===== config.mk =====
export PLATFORM = sky130hd
export DESIGN_NAME = gpio_quad_bank
export DESIGN_NICKNAME = d
export VERILOG_FILES = /design/src/rtl/gpio_bank_pkg.sv /design/src/rtl/gpio_bus_decode.sv /design/src/rtl/gpio_port_regs.sv /design/src/rtl/gpio_pin_decode.sv /design/src/rtl/gpio_in_sync.sv /design/src/rtl/gpio_quad_bank.sv
export SDC_FILE = /design/constraint.sdc
export NUM_CORES = 1
export LEC_CHECK = 0
export ABC_AREA = 1
export CAP_MARGIN = 10
export CORE_MARGIN = 1.5
export CORE_UTILIZATION = 45
export CTS_BUF_LIST = sky130_fd_sc_hd__clkbuf_4
export CTS_CLUSTER_SIZE = 20
export DETAILED_ROUTE_END_ITERATION = 6
export PLACE_DENSITY_LB_ADDON = 0.05
export RECOVER_POWER = 100
export SLEW_MARGIN = 10
export SYNTH_ARGS = -nofsm -noshare
export SYNTH_HDL_FRONTEND = slang
export SYNTH_SLANG_ARGS = --single-unit

===== constraint.sdc =====
create_clock -name clk -period 5.55 [get_ports clk]
set_input_delay 1.665 -clock clk [delete_from_list [all_inputs] [get_ports clk]]
set_output_delay 1.665 -clock clk [all_outputs]
set_load 0.02 [all_outputs]

===== src/rtl/gpio_bank_pkg.sv =====
package gpio_bank_pkg;

    localparam int PORT_W = 8;

    typedef enum logic [1:0] {
        PIN_FLOAT  = 2'b00,
        PIN_PULLUP = 2'b01,
        PIN_DRIVE0 = 2'b10,
        PIN_DRIVE1 = 2'b11
    } pin_mode_e;

    typedef enum logic [1:0] {
        SEL_SETUP = 2'd0,
        SEL_LEVEL = 2'd1,
        SEL_PINS  = 2'd2,
        SEL_NONE  = 2'd3
    } reg_sel_e;

    typedef struct packed {
        logic oe;
        logic out;
        logic pu;
    } pad_ctl_t;

    // Map the two register bits of one pin to its pad controls.
    function automatic pad_ctl_t mode_to_pad(input logic setup_bit, input logic level_bit);
        pad_ctl_t  c;
        pin_mode_e m;
        m = pin_mode_e'({setup_bit, level_bit});
        c = '0;
        case (m)
            PIN_FLOAT:  c = '{oe: 1'b0, out: 1'b0, pu: 1'b0};
            PIN_PULLUP: c = '{oe: 1'b0, out: 1'b0, pu: 1'b1};
            PIN_DRIVE0: c = '{oe: 1'b1, out: 1'b0, pu: 1'b0};
            PIN_DRIVE1: c = '{oe: 1'b1, out: 1'b1, pu: 1'b0};
            default:    c = '0;
        endcase
        return c;
    endfunction

endpackage


===== src/rtl/gpio_bus_decode.sv =====
module gpio_bus_decode
    import gpio_bank_pkg::*;
#(
    parameter int NPORTS = 4,
    parameter int ADDR_W = 5
) (
    input  logic [ADDR_W-1:0] addr,
    output logic [NPORTS-1:0] port_hit,
    output reg_sel_e          sel
);
    localparam int PIDX_W = ADDR_W - 2;

    logic [PIDX_W-1:0] port_num;
    assign port_num = addr[ADDR_W-1:2];
    assign sel      = reg_sel_e'(addr[1:0]);

    for (genvar p = 0; p < NPORTS; p++) begin : g_hit
        assign port_hit[p] = (port_num == PIDX_W'(p));
    end
endmodule


===== src/rtl/gpio_port_regs.sv =====
module gpio_port_regs
    import gpio_bank_pkg::*;
#(
    parameter int W = PORT_W
) (
    input  logic         clk,
    input  logic         rst,
    input  logic         wr_setup,
    input  logic         wr_level,
    input  logic [W-1:0] wdata,
    output logic [W-1:0] setup_q,
    output logic [W-1:0] level_q
);
    always_ff @(posedge clk) begin
        if (rst) begin
            setup_q <= '0;
            level_q <= '0;
        end else begin
            if (wr_setup) setup_q <= wdata;
            if (wr_level) level_q <= wdata;
        end
    end
endmodule


===== src/rtl/gpio_pin_decode.sv =====
module gpio_pin_decode
    import gpio_bank_pkg::*;
#(
    parameter int W = PORT_W
) (
    input  logic [W-1:0] setup_q,
    input  logic [W-1:0] level_q,
    output logic [W-1:0] oe,
    output logic [W-1:0] out,
    output logic [W-1:0] pu
);
    for (genvar i = 0; i < W; i++) begin : g_pin
        pad_ctl_t ctl;
        assign ctl    = mode_to_pad(setup_q[i], level_q[i]);
        assign oe[i]  = ctl.oe;
        assign out[i] = ctl.out;
        assign pu[i]  = ctl.pu;
    end
endmodule


===== src/rtl/gpio_in_sync.sv =====
module gpio_in_sync
    import gpio_bank_pkg::*;
#(
    parameter int         W       = PORT_W,
    parameter logic [W-1:0] PRESENT = '1
) (
    input  logic         clk,
    input  logic         rst,
    input  logic [W-1:0] pad_in,
    output logic [W-1:0] pins_q
);
    logic [W-1:0] stage1;
    logic [W-1:0] stage2;

    always_ff @(posedge clk) begin
        if (rst) begin
            stage1 <= '0;
            stage2 <= '0;
        end else begin
            stage1 <= pad_in;
            stage2 <= stage1;
        end
    end

    for (genvar i = 0; i < W; i++) begin : g_mask
        if (PRESENT[i]) begin : g_bonded
            assign pins_q[i] = stage2[i];
        end else begin : g_absent
            assign pins_q[i] = 1'b0;
        end
    end
endmodule


===== src/rtl/gpio_quad_bank.sv =====
module gpio_quad_bank
    import gpio_bank_pkg::*;
#(
    parameter int                       NPORTS       = 4,
    parameter int                       ADDR_W       = 5,
    parameter logic [NPORTS*PORT_W-1:0] PRESENT_MASK = 32'h0FFF_FFFF
) (
    input  logic                       clk,
    input  logic                       rst,
    input  logic [ADDR_W-1:0]          bus_addr,
    input  logic                       bus_wr,
    input  logic [PORT_W-1:0]          bus_wdata,
    output logic [PORT_W-1:0]          bus_rdata,
    input  logic [NPORTS*PORT_W-1:0]   pad_in,
    output logic [NPORTS*PORT_W-1:0]   pad_oe,
    output logic [NPORTS*PORT_W-1:0]   pad_out,
    output logic [NPORTS*PORT_W-1:0]   pad_pu
);
    logic [NPORTS-1:0] port_hit;
    reg_sel_e          sel;

    logic [PORT_W-1:0] setup_q [NPORTS];
    logic [PORT_W-1:0] level_q [NPORTS];
    logic [PORT_W-1:0] pins_q  [NPORTS];

    gpio_bus_decode #(.NPORTS(NPORTS), .ADDR_W(ADDR_W)) u_dec (
        .addr     (bus_addr),
        .port_hit (port_hit),
        .sel      (sel)
    );

    for (genvar p = 0; p < NPORTS; p++) begin : g_port
        logic wr_setup;
        logic wr_level;
        assign wr_setup = bus_wr && port_hit[p] && (sel == SEL_SETUP);
        assign wr_level = bus_wr && port_hit[p] && (sel == SEL_LEVEL);

        gpio_port_regs #(.W(PORT_W)) u_regs (
            .clk      (clk),
            .rst      (rst),
            .wr_setup (wr_setup),
            .wr_level (wr_level),
            .wdata    (bus_wdata),
            .setup_q  (setup_q[p]),
            .level_q  (level_q[p])
        );

        gpio_pin_decode #(.W(PORT_W)) u_mode (
            .setup_q (setup_q[p]),
            .level_q (level_q[p]),
            .oe      (pad_oe [p*PORT_W +: PORT_W]),
            .out     (pad_out[p*PORT_W +: PORT_W]),
            .pu      (pad_pu [p*PORT_W +: PORT_W])
        );

        gpio_in_sync #(.W(PORT_W), .PRESENT(PRESENT_MASK[p*PORT_W +: PORT_W])) u_sync (
            .clk    (clk),
            .rst    (rst),
            .pad_in (pad_in[p*PORT_W +: PORT_W]),
            .pins_q (pins_q[p])
        );
    end

    always_comb begin
        bus_rdata = '0;
        for (int p = 0; p < NPORTS; p++) begin
            if (port_hit[p]) begin
                case (sel)
                    SEL_SETUP: bus_rdata = setup_q[p];
                    SEL_LEVEL: bus_rdata = level_q[p];
                    SEL_PINS:  bus_rdata = pins_q[p];
                    default:   bus_rdata = '0;
                endcase
            end
        end
    end
endmodule


## Yosys cells after proc, flatten, opt, wreduce, memory -nomap -nowiden

Index checks and enable logic that the tools add are counted.

| word-level totals | value |
|---|---|
| bits in read-only memories | 0 |
| input port bits | 48 |
| bits in latches | 0 |
| output and inout bits | 104 |
| logic and storage cells | 203 |
| memories | 0 |
| register bits after elaboration | 120 |
| memory bits (writable) | 0 |

| operators by class | value |
|---|---|
| multiply operators | 0 |
| $lt $le $gt $ge | 0 |
| multiplexer cells | 40 |
| bitwise operators | 0 |
| add/subtract/negate cells | 0 |
| eq/ne operators | 101 |
| shift operators | 0 |
| reductions and logical operators | 46 |
| div/mod/pow operators | 0 |

Operators by type and width:

| kind | number |
|---|---|
| $pmux W3 S4 | 32 |
| $eq A2 B2 Y1 const B | 65 |
| $pmux W8 S3 | 4 |
| $eq A2 B1 Y1 const B | 33 |
| $logic_not A2 Y1 | 33 |
| $mux W8 | 4 |
| $logic_and A1 B1 Y1 | 12 |
| $eq A3 B2 Y1 const B | 2 |
| $eq A3 B1 Y1 const B | 1 |
| $logic_not A3 Y1 | 1 |

## Longest topological paths before layout

| logic depth | value |
|---|---|
| depth after elaboration | 6 |
| gate-level depth with buffers | 8 |
| depth with buffers taken out | 6 |

## Modules after synthesis

Synthesis repeated with hierarchy kept, for this count alone.

| unflattened totals | value |
|---|---|
| cells, all modules | 931 |
| area total of the unflattened synthesis | 6022.0 um2 |

By module, submodules not included:

| module | seq. area each (um2) | area an instance (um2) | cells an instance | times used |
|---|---|---|---|---|
| gpio_port_regs | 320.3 | 656.9 | 94 | 4 |
| gpio_in_sync (g_port[0].u_sync ...) | 320.3 | 474.2 | 50 | 3 |
| gpio_quad_bank | 0.0 | 1057.3 | 204 | 1 |
| gpio_pin_decode | 0.0 | 150.1 | 40 | 4 |
| gpio_in_sync (g_port[3].u_sync) | 160.2 | 265.3 | 30 | 1 |
| gpio_bus_decode | 0.0 | 48.8 | 11 | 1 |

## Least setup slack after synthesis

OpenSTA, ideal clock, no wires.

| timing | value |
|---|---|
| path type | input to output |
| start | input port bus_addr[0] |
| end | output port bus_rdata[1] |
| stages | 7 |
| data required time | 3885 ps |
| arrival time | 2596 ps |
| path buffers | 2 |
| path slack | 1289 ps |
| path through | buf_4 > inv_2 > clkbuf_1 > nand3_1 > nand3_1 > nand2_1 > nand4_1 |

| between the ends | value |
|---|---|
| word-level cells in the longest chain between the ends | 6 |
| elaborated cells on any way between the ends | 11 |

RTL lines:

| element | line | source |
|---|---|---|
| start, declared | gpio_quad_bank.sv:10 | `input logic [ADDR_W-1:0] bus_addr,` |
| $eq A2 B2 Y1 (tied with other cells) | gpio_quad_bank.sv:68 | `case (sel)` |
| $pmux W8 S3 | gpio_quad_bank.sv:68 |  |
| $mux W8 (3 in series) | gpio_quad_bank.sv:67 | `if (port_hit[p]) begin` |
| $mux W8 * | gpio_quad_bank.sv:67 |  |
| end, declared | gpio_quad_bank.sv:13 | `output logic [PORT_W-1:0] bus_rdata,` |

Every way passes the cells marked *; elsewhere a longest branch is shown, timed or not.

## Worst setup path in the final report

| timing | value |
|---|---|
| start | input port bus_addr[0] |
| end | output port bus_rdata[3] |

The elaborated chain is that of the path after synthesis.

==> run_results.csv <==
group,metric,value,unit
routing,dr_total_vias,5483,
run,drv_cap,1,
timing,maxSlewViolCount,74,
placement,finalWeightedCongestion,0.885,
synth,syn_inst,865,
critical_path,reg2reg_to,"g_port[2].u_regs.setup_q[6]$_SDFFE_PP0P_",
finish,layout-drive-gt1-share,6.75,%
timing,final_hold_viol_count,0,
critical_path,reg2reg_slack,4.74,ns
grt,grt.total_usage,24.4,%
synth,synthTopCellsByArea,"dfxtp_1 43%, nand2_1 15%, nor2_1 12%",
routing,viasPerCell,4.73,
clock_tree,clock_sinks,120,
routing,first_pass_iters,4,
grt,grt_pass1_wl,24600,um
timing,fin_setup_tns,0,ns
finish,design_area,0.00743,mm^2
synth,synthArstFlopShare,0,%
status,outcome,"finished with violations",
floorplan,num_rows,40,
clock_tree,htreeDepth,4,
critical_path,crit_type,"primary input to primary output",
floorplan,coreArea,0.0121,mm^2
floorplan,dieArea,0.0131,mm^2
status,violations,"max-capacitance violations, max-slew violations",
min_path,hold_path_class,"flop to flop",
min_path,hp-start,"g_port[0].u_sync.stage1[7]$_SDFF_PP0_",
floorplan,initial_core_util,46.2,%
power_and_ir_drop,ir_drop,0.000232,V
floorplan,die_w,114,um
floorplan,die_y,114,um
synth,synth_cell_types,21,
timing,fin_skew,0.0144,ns
critical_path,cp.arrival,3.83,ns
grt,grt-ovfl-total,0,
synth,syn-num-nets,913,
finish,multi_input_area,0.00234,mm^2
synth,ys_seq_area_share,43.1,%
clock_tree,numCtsBuffers,17,
synth,synth-edff-count,0,
routing,drt_iter0_drc,326,
placement,place_area,0.00709,mm^2
routing,ant_nets,0,
grt,grt_pass1_vias,4811,
timing,finalSetupViolations,0,
timing,tightestPinTransition,2.95,ns
critical_path,cp.required,3.88,ns
timing,relSlewSlack,-96.7,%
timing,rsz0062_at_grt,"false",
synth,synth.most_common_cell,"nand2_1",
synth,syn_avg_cell_area,6.44,um^2
synth,yosys_warnings,0,
finish,diodes,0,
critical_path,end_kind,"primary output",
timing,fmax,182,MHz
power_and_ir_drop,p_per_area,239,mW/mm^2
finish,final_nets,1027,
floorplan,boundaryPins,152,
finish,fillCellCount,1184,
timing,period_needed,5.49,ns
finish,seq_area,0.00240,mm^2
critical_path,r2r_start,"g_port[2].u_regs.setup_q[6]$_SDFFE_PP0P_",
routing,drc_errors,0,
placement,portBuffers,147,
clock_tree,root_buffer,"clkbuf_4",
min_path,min_path_cells,2,
routing,wire_per_inst,13.4,um
critical_path,start_kind,"primary input",
grt,grt_max_degree,74,
synth,synthesis.area,0.00557,mm^2
synth,synthTopCellsByCount,"224 x nand2_1, 185 x nor2_1, 135 x inv_1",
clock_tree,clockBufferDepth,2,
synth,synth.ff_latch_count,120,
placement,dpl.hpwl,11800,um
clock_tree,cts_tree,"built",
min_path,min_to,"g_port[0].u_sync.pins_q[7]$_SDFF_PP0_",
synth,synth_top_area_share,43.1,%
finish,syn_to_final_growth,33.3,%
clock_tree,clk_latency,0.54,ns
critical_path,cp_max_fo,32,
synth,synthFlopType,"dfxtp_1",
grt,antenna_found_initial,0,
synth,yosysTopAreaCell,"dfxtp_1",
power_and_ir_drop,power.leakage,3.77,nW
critical_path,ff2ff_path_depth,2,
routing,wl,15600,um
clock_tree,clk_pin_slew,0.12,ns
timing,period_share,99.0,%
==> what timing repair did <==
| action | 4_1_cts | 5_1_grt |
|---|---|---|
| hold buffers | 0 | 0 |
| gates resized for setup | 0 | 1 |
| hold endpoints to repair | 0 | 0 |
| setup endpoints to repair | 0 | 2 |
| buffers inserted | 0 | 1 |
==> registers in the layout, summed over array words and instances (netlist names) <==
signal,count
g_port.u_regs.setup_q,32
g_port.u_sync.stage2,4
g_port.u_sync.pins_q,24
g_port.u_sync.stage1,28
g_port.u_regs.level_q,32
==> power by group <==
group	internal, W	switching (W)	leakage, nW
Combinational	0.0000684	0.000100	2.63
Sequential	0.000885	0.0000112	0.980
Clock	0.000366	0.000346	0.168
==> metal layers <==
metal,vias to the layer above,wire length (um),global-route usage [%]
met5,-,0,0
met4,0,263,7.33
met3,19,1050,6.67
met2,185,7250,38.9
met1,2486,6990,32.5
li1,2793,-,-
==> cell type report <==
cell class,instances,area share (%)
Timing Repair Buffer,164,21.9
Sequential cell,120,32.3
Inverter,139,7.02
Tap cell,168,2.83
Clock inverter,14,2.63
Clock buffer,18,1.82
Multi-Input combinational cell,537,31.5
==> worst max-delay path by stage <==
| stage | start | end | slack (ns) | cells after the start |
|---|---|---|---|---|
| 5_1_grt | bus_addr[0] | bus_rdata[0] | 0.002 | 8 |
| 2_1_floorplan | bus_addr[0] | bus_rdata[1] | 1.29 | 7 |
| 3_5_place_dp | bus_addr[0] | bus_rdata[3] | 0.09 | 9 |
| 3_3_place_gp | bus_addr[0] | bus_rdata[3] | 0.09 | 7 |
| 4_1_cts | bus_addr[0] | bus_rdata[3] | 0.09 | 9 |
| 6_report | bus_addr[0] | bus_rdata[3] | 0.06 | 9 |
==> through the flow <==
step                std cells  hold WS, ns  util (%)  total power [W]  setup WS, ns
detailed placement       1126        0.396      58.8          0.00108        0.0890
finish                   1160        0.403      61.6          0.00178        0.0555
global route             1160        0.426      61.6          0.00185       0.00231
floorplan                 865        0.388         -          0.00101          1.29
global placement         1126        0.392      58.8          0.00108        0.0890
CTS                      1158        0.407      61.5          0.00179        0.0861
==> layout by cell type, fill, tap and decap left out <==
master           Yosys  layout
nand2_1            224     224
nor2_1             185     184
inv_1              135     135
dfxtp_1            120     120
dlygate4sd3_1        0      97
nand3_1             69      69
clkdlybuf4s50_1      0      49
nand4_1             24      24
clkbuf_4             0      18
a21oi_1             16      16
buf_4                5      12
nor3_4               6       6
nand3_2              4       4
o21ai_0              4       4
inv_6                0       4
bufinv_16            0       4
inv_2                3       3
clkinvlp_4           0       3
buf_12               0       3
nor2_2               0       2
clkinv_1             1       2
nor2_4               1       1
nor2_8               1       1
nand2_4              1       1
nand3_4              1       1
clkinv_4             0       1
clkinv_2             0       1
buf_2                5       1
clkbuf_2             0       1
clkbuf_1            52       1
==> cell families after synthesis <==
logic type,Yosys count,synth area share [%]
buffers and inverters,209,15.1
and+or+nand+nor,516,40.0
DFF,120,43.1
AOI/OAI and AO/OA,20,1.80
==> critical path: stages <==
cell	delay, ns
clkdlybuf4s50_1	0.56
buf_12	0.23
nor2_8	0.12
buf_12	0.20
nand2_1	0.07
nand3_1	0.14
nand2_1	0.09
nand4_1	0.12
clkdlybuf4s50_1	0.62
Power figures use the tool's default switching activity.
